==> config.mk <==
export PLATFORM = sky130hd
export DESIGN_NAME = msgbus_arbiter
export DESIGN_NICKNAME = d
export VERILOG_FILES = /design/src/rtl/msgarb_pkg.sv /design/src/rtl/msgarb_rr.sv /design/src/rtl/msgarb_track.sv /design/src/rtl/msgbus_arbiter.sv
export SDC_FILE = /design/constraint.sdc
export NUM_CORES = 1
export LEC_CHECK = 0
export BUFFER_PORTS_ARGS = -buffer_cell sky130_fd_sc_hd__buf_2
export CAP_MARGIN = 40
export CORE_MARGIN = 2
export CORE_UTILIZATION = 58
export DETAILED_ROUTE_END_ITERATION = 10
export GPL_ROUTABILITY_DRIVEN = 1
export PLACE_DENSITY = 0.81
export REMOVE_ABC_BUFFERS = 1
export SYNTH_ARGS = -nofsm -noshare
export SYNTH_HDL_FRONTEND = slang
export SYNTH_SLANG_ARGS = --single-unit
==> constraint.sdc <==
create_clock -name clk -period 3.7 [get_ports clk]
set_clock_uncertainty 0.15 [all_clocks]
set_input_delay 0.37 -clock clk [delete_from_list [all_inputs] [get_ports clk]]
set_output_delay 0.37 -clock clk [all_outputs]
set_load 0.02 [all_outputs]
==> src/rtl/msgarb_pkg.sv <==
package msgarb_pkg;
  typedef enum logic {
    ST_FREE = 1'b0,
    ST_HELD = 1'b1
  } arb_state_e;
endpackage

==> src/rtl/msgarb_rr.sv <==
module msgarb_rr #(
  parameter int N = 4
) (
  input  logic         clk,
  input  logic         rst_n,
  input  logic [N-1:0] cand,
  input  logic         take,
  output logic [N-1:0] pick,
  output logic         any
);
  localparam int IW = (N > 1) ? $clog2(N) : 1;

  logic [IW-1:0] last_q;

  // First set bit of r strictly after index last, cyclic.
  function automatic logic [N-1:0] next_onehot(input logic [N-1:0] r,
                                               input logic [IW-1:0] last);
    logic [N-1:0] g;
    int idx;
    g = '0;
    for (int k = 1; k <= N; k++) begin
      idx = (int'(last) + k) % N;
      if (g == '0 && r[idx]) g[idx] = 1'b1;
    end
    return g;
  endfunction

  function automatic logic [IW-1:0] to_index(input logic [N-1:0] oh);
    logic [IW-1:0] v;
    v = '0;
    for (int k = 0; k < N; k++) begin
      if (oh[k]) v = IW'(k);
    end
    return v;
  endfunction

  assign pick = next_onehot(cand, last_q);
  assign any  = |cand;

  always_ff @(posedge clk) begin
    if (!rst_n) begin
      last_q <= IW'(N - 1);
    end else if (take && any) begin
      last_q <= to_index(pick);
    end
  end
endmodule

==> src/rtl/msgarb_track.sv <==
module msgarb_track (
  input  logic clk,
  input  logic rst_n,
  input  logic env_n,
  input  logic irdy,
  input  logic eof_n,
  output logic msg_start,
  output logic word_strobe,
  output logic frame_end
);
  logic env_prev_q;

  always_ff @(posedge clk) begin
    if (!rst_n) env_prev_q <= 1'b1;
    else        env_prev_q <= env_n;
  end

  assign msg_start   = env_prev_q & ~env_n;
  assign word_strobe = ~env_n & irdy;
  assign frame_end   = word_strobe & ~eof_n;
endmodule

==> src/rtl/msgbus_arbiter.sv <==
module msgbus_arbiter
  import msgarb_pkg::*;
#(
  parameter int N = 4
) (
  input  logic         clk,
  input  logic         rst_n,
  input  logic [N-1:0] req_n,
  input  logic [N-1:0] data_msg,
  input  logic         hp_n,
  input  logic         ovld_n,
  input  logic         env_n,
  input  logic         irdy,
  input  logic         eof_n,
  input  logic         tabt_n,
  output logic [N-1:0] gnt_n,
  output logic         msg_start,
  output logic         word_strobe,
  output logic         frame_end
);
  arb_state_e   state_q;
  logic [N-1:0] gnt_q;
  logic         seen_env_q;

  // Named internal events
  logic [N-1:0] hi_cand, lo_cand, hi_pick, lo_pick, winner;
  logic         hi_any, lo_any, use_hi, take_hi, take_lo;
  logic         bus_free, release_evt, grant_evt;

  assign hi_cand = (!hp_n && ovld_n) ? (~req_n & data_msg) : '0;
  assign lo_cand = ~req_n & ~data_msg;

  msgarb_rr #(.N(N)) u_rr_hi (
    .clk(clk), .rst_n(rst_n), .cand(hi_cand), .take(take_hi),
    .pick(hi_pick), .any(hi_any)
  );

  msgarb_rr #(.N(N)) u_rr_lo (
    .clk(clk), .rst_n(rst_n), .cand(lo_cand), .take(take_lo),
    .pick(lo_pick), .any(lo_any)
  );

  assign bus_free    = (state_q == ST_FREE);
  assign use_hi      = hi_any;
  assign winner      = use_hi ? hi_pick : lo_pick;
  assign take_hi     = bus_free & use_hi;
  assign take_lo     = bus_free & ~use_hi & lo_any;
  assign grant_evt   = take_hi | take_lo;
  assign release_evt = (state_q == ST_HELD) & ((seen_env_q & env_n) | ~tabt_n);

  always_ff @(posedge clk) begin
    if (!rst_n) begin
      state_q    <= ST_FREE;
      gnt_q      <= '0;
      seen_env_q <= 1'b0;
    end else if (state_q == ST_HELD) begin
      if (release_evt) begin
        state_q    <= ST_FREE;
        gnt_q      <= '0;
        seen_env_q <= 1'b0;
      end else if (!env_n) begin
        seen_env_q <= 1'b1;
      end
    end else if (grant_evt) begin
      state_q    <= ST_HELD;
      gnt_q      <= winner;
      seen_env_q <= 1'b0;
    end
  end

  assign gnt_n = ~gnt_q;

  msgarb_track u_track (
    .clk(clk), .rst_n(rst_n), .env_n(env_n), .irdy(irdy), .eof_n(eof_n),
    .msg_start(msg_start), .word_strobe(word_strobe), .frame_end(frame_end)
  );
endmodule

# --- Yosys cells after proc, flatten, opt, wreduce, memory -nomap -nowiden ---
# Index checks and enable logic that the tools add are counted.
classes:
  magnitude_cmp: 16
  n_div: 0
  n_mux: 66
  n_shift: 0
  n_reduce_logical: 37
  n_mul: 0
  n_addsub: 8
  bitwise: 34
  n_eq_ne: 2
op_table:
  columns: ["op", "count"]
  rows:
  - ["two-way mux 4 bit", 13]
  - ["two-way mux 1 bit", 33]
  - ["< comparator 3 x 4 -> 1 bit (second input constant)", 8]
  - [">= comparator 3 x 1 -> 1 bit (second input constant)", 8]
  - ["logical NOT 4 bit", 6]
  - ["OR 4 bit", 6]
  - ["logical AND 1 bit", 17]
  - ["binary-select mux 1 bit (select 2 bit)", 8]
  - ["demux 1 bit (select 2 bit)", 8]
  - ["OR reduction 2 bit", 8]
  - ["inverter 4 bit", 3]
  - ["adder 2 x 1 -> 2 bit (second input constant)", 4]
  - ["adder 2 bit (second input constant)", 4]
  - ["bitwise AND 1 bit", 8]
  - ["bitwise AND 1 bit (first input constant)", 8]
  - ["bitwise AND 4 bit", 2]
  - ["two-way mux 2 bit", 4]
  - ["OR reduction 4 bit", 2]
  - ["inverter 1 bit", 5]
  - ["AND reduction 2 bit", 2]
  - ["!= test 3 x 2 -> 1 bit (second input constant)", 1]
  - ["!= test 2 x 1 -> 1 bit (second input constant)", 1]
  - ["OR 1 bit", 2]
  - ["nonzero test 2 bit", 1]
  - ["logical NOT 1 bit", 1]
totals:
  output_inout_bits: 7
  reg_bits: 11
  input_bits: 16
  elab_cells: 169
  romBits: 0
  latchBits: 0
  memories: 0
  mem_bits_rw: 0

# --- Depth between registers and ports, before layout ---
logic_depth:
  word_depth: 20
  ltp_mapped: 11
  depth_no_buf: 10

# --- Cells and area by module ---
# Synthesis repeated with hierarchy kept, for this count alone.
hier_totals:
  cells_unflattened: 175
  hier_area_um2: 1624.1
modules_own_cells:
  columns: ["mod", "seq_area_each_um2", "area_per_inst_um2", "n_inst", "cells_per_inst"]
  rows:
  - ["msgarb_rr", 40.0, 584.3, 2, 63]
  - ["msgbus_arbiter", 120.1, 404.1, 1, 44]
  - ["msgarb_track", 20.0, 51.3, 1, 5]

# --- Worst setup path before layout ---
# Ideal clock, no wire load.
synth_path:
  path_type: "flip-flop to flip-flop"
  from: "reg u_rr_hi.last_q[0]"
  to: "reg u_rr_hi.last_q[0]"
  required_ns: 3.408
  arrival_ns: 2.967
  synth_period_minus_slack_ns: 3.259
  path_stages_with_launch: 12
  n_path_buf: 1
  setup_time_ns: 0.142
  setup_slack_ns: 0.441
  path_cell_list: "dfxtp_1 buf_6 inv_1 ha_1 or4bb_1 a41oi_4 a21boi_2 a2111oi_4 o211ai_1 and4_1 a31oi_1 o2111ai_1"
synth_via:
  elab_chain_cells: 20
  word_cells_on_any_way: 60
  cone_classes: "4 x add/sub; 8 x order compare; 27 x mux; 7 x bitwise; 14 x reduce/logical"
synth_rtl:
  columns: ["item", "line_no", "rtl"]
  rows:
  - ["from (decl)", "msgarb_rr.sv:13", "logic [IW-1:0] last_q;"]
  - ["from (signal assigned)", "msgarb_rr.sv:42", "last_q <= IW'(N - 1);"]
  - ["from (signal assigned)", "msgarb_rr.sv:44", "last_q <= to_index(pick);"]
  - ["adder 2 x 1 -> 2 bit", "msgarb_rr.sv:22", "idx = (int'(last) + k) % N;"]
  - ["OR reduction 2 bit (no source line)", null, null]
  - ["bitwise AND 1 bit (no source line)", null, null]
  - ["< comparator 3 x 4 -> 1 bit (implied by the code) / >= comparator 3 x 1 -> 1 bit (equally long branches)", "msgarb_rr.sv:23", "if (g == '0 && r[idx]) g[idx] = 1'b1;"]
  - ["logical AND 1 bit (implied by the code)", "msgarb_rr.sv:23", null]
  - ["two-way mux 1 bit (implied by the code)", "msgarb_rr.sv:23", null]
  - ["demux 1 bit (select 2 bit)", null, null]
  - ["two-way mux 4 bit", "msgarb_rr.sv:23", null]
  - ["(+4 left out)", null, null]
  - ["logical AND 1 bit", "msgarb_rr.sv:23", null]
  - ["two-way mux 4 bit", "msgarb_rr.sv:23", null]
  - ["logical NOT 4 bit", "msgarb_rr.sv:23", null]
  - ["logical AND 1 bit", "msgarb_rr.sv:23", null]
  - ["two-way mux 4 bit (*)", "msgarb_rr.sv:23", null]
  - ["two-way mux 1 bit", "msgarb_rr.sv:32", "if (oh[k]) v = IW'(k);"]
  - ["two-way mux 2 bit", "msgarb_rr.sv:32", null]
  - ["two-way mux 2 bit (*)", "msgarb_rr.sv:32", null]
# Every way passes the cells marked *; elsewhere a longest branch is shown, timed or not. The select of a mux whose other input is x is not followed.
# A chain may end at the register's enable or synchronous reset.

# --- Worst setup path in the final report ---
layout_path:
  from: "reg u_rr_hi.last_q[1]"
  to: "reg u_rr_hi.last_q[0]"
# Same word-level chain as after synthesis.

==> flow_summary.toml <==
[outcome]
outcome = "finished, final reports clean"

[clocking]
cts_tree = "done"
tritoncts.num_buffers = 3
cts.sinks = 11
clk_pin_slew_ns = 0.07
htreeDepth = 1
clock_path_buffers = 2
hold_buffers = 0
clk_latency_ns = 0.27
root_buffer = "clkbuf_4"

[global_route]
grt_pass1_vias = 1534
grt_pass1_wl_um = 6680
gr-total-overflow = 0
track_usage = 0.255
antenna_found_initial = 0
grt_max_degree = 12

[route]
routed_wl_um = 3720
postRouteAntennaNets = 0
dr.pass1.iters = 4
vias = 1567
drc = 0
drt_iter0_drc = 72
wl_per_cell_um = 15.3
viasPerCell = 6.45

[timing]
rsz0062_at_grt = "no"
layout_min_cycle_time_ns = 3.43
relSlewSlack = 0.629
setup_violations = 0
tns_ns = 0
tightest_slew_ns = 0.557
whs_ns = 0.190
slew_violations = 0
setup_ws_ns = 0.268
fmax_mhz = 291
finalHoldViolCount = 0
period_share = 0.928

[setup_path]
timing.rr.end = "u_rr_hi.last_q[0]"
timing.rr.start = "u_rr_hi.last_q[1]"
cp_max_fo = 8
critPathRequiredTime_ns = 3.69
endpoint_kind = "flop"
startpoint_type = "flop"
crit_end = "u_rr_hi.last_q[0]"
critPathKind = "flop to flop"
r2r_slack_ns = 0.27
r2r_cells = 10
critPathLaunch = "u_rr_hi.last_q[1]"
crit_arrival_ns = 3.42

[synthesis]
synthesis.area_um2 = 1560
netlist_instances = 185
ys_types = 55
ys.flop_type = "dfxtp_1"
synth.avg_cell_area_um2 = 8.43
async_flop_share = 0
synth_edf_count = 0
yosys_warnings = 0
synth_seq_area_share = 0.141
ys_ff_latch = 11

[floorplan]
die_w_um = 55.9
rows = 18
ioPinCount = 23
start_util = 0.619
fp.coreArea_um2 = 2520
dieArea_um2 = 3120
die_h_um = 55.9

[hold_path]
hold_class = "input pin to flop"

[placement]
post-place-ws_ns = 0.172
gp_congestion = 1.00
dp_hpwl_um = 3040
portBuffers = 22

[cells_and_area]
final_common_cell = "buf_2"
ff_latch_area_um2 = 221
areaGrowthSynthToFinish_pct = 12.2
layout.nets = 246
finish.utilization = 0.694
n_fill_cell = 203
multiInputGateArea_um2 = 1280
layout-drive-gt1-share = 0.230
diodes = 0
most-common-layout-cells = "buf_2 (22), nand2_1 (19), ha_1 (16)"

[job]
cap_violations = 0

[power_and_ir_drop]
powerDensity_nw_per_um2 = 331
peakVddDrop_mv = 0.273
p_leak_nw = 0.750
==> final cells by class <==
type	instances	area share
multi-input combinational	160	0.731
sequential	11	0.127
timing repair buffer	26	0.0801
inverter	12	0.0257
tap	30	0.0214
clock buffer	4	0.0150
==> logic make-up (layout without fill, tap and decap cells) <==
| group | Yosys count | after routing | share of synthesized area |
|---|---|---|---|
| simple gates | 80 | 80 | 0.318 |
| compound gates | 56 | 56 | 0.282 |
| fa+ha+maj | 16 | 16 | 0.128 |
| buf+inv | 14 | 42 | 0.0385 |
| flops | 11 | 11 | 0.141 |
| mux | 8 | 8 | 0.0914 |
==> worst min-delay path by stage <==
stage,from,cells after the start,end
2_1_floorplan,rst_n,1,u_track.env_prev_q
3_3_place_gp,seen_env_q,2,seen_env_q
3_5_place_dp,seen_env_q,2,seen_env_q
4_1_cts,env_n,2,u_track.env_prev_q
5_1_grt,env_n,2,u_track.env_prev_q
6_report,env_n,2,u_track.env_prev_q
==> per-layer routing <==
layer	GRT usage	vias up	wire length, µm
met1	0.329	728	1650
met4	0.0850	0	56
met3	0.0372	6	167
met5	0	-	0
li1	-	782	-
met2	0.437	51	1850
==> state kept, by name (all words and copies together) (netlist names) <==
signal	cells
u_track.env_prev_q	1
u_rr_hi.last_q	2
u_rr_lo.last_q	2
state_q	1
gnt_q	4
seen_env_q	1
==> synth_stat cells (3+ instances only) <==
library cell | n | area [µm²]
a31oi_1 | 8 | 50.1
nand2_1 | 19 | 71.3
o21ai_0 | 9 | 45.0
a21boi_0 | 3 | 22.5
nor2b_1 | 4 | 25.0
nor2_1 | 13 | 48.8
nor4_1 | 3 | 18.8
mux4_2 | 5 | 113
o211ai_1 | 4 | 30.0
dfxtp_1 | 11 | 220
nand3_1 | 4 | 20.0
or4_1 | 3 | 22.5
nor3b_1 | 3 | 22.5
mux2i_1 | 3 | 30.0
ha_1 | 16 | 200
and4bb_2 | 4 | 50.1
inv_1 | 12 | 45.0
a21oi_1 | 4 | 20.0
nor4b_1 | 4 | 35.0
o31ai_1 | 3 | 22.5
==> through the flow <==
stage                     power [mW]  std cells  instance area (µm²)
final                          0.579        243                 1750
after global routing           0.631        243                 1750
after detailed placement       0.495        239                 1720
after global placement         0.485        239                 1720
after CTS                      0.577        243                 1750
after floorplan                0.405        183                 1550
==> worst max-delay path, cell delays in order, from the launching register on <==
cell and delay (ns):
dfxtp_2 0.41, inv_1 0.13, ha_1 0.41, or4bb_1 0.55, a41oi_4 0.35, a21boi_2 0.15, a2111oi_4 0.35, o211ai_1 0.15
and4_1 0.26, a31oi_1 0.24, o2111ai_1 0.14
==> where the power goes <==
| group | total [mW] | internal, mW | switching [mW] |
|---|---|---|---|
| registers | 0.148 | 0.134 | 0.0137 |
| logic | 0.349 | 0.148 | 0.201 |
| clock network | 0.0820 | 0.0417 | 0.0403 |
| total | 0.579 | 0.324 | 0.255 |
==> what timing repair did <==
action / 4_1_cts / 5_1_grt
gates resized for setup: 0 / 1
endpoints found under the setup margin: 0 / 5
buffers inserted: 0 / 0
(Power assumes the default switching activity.)
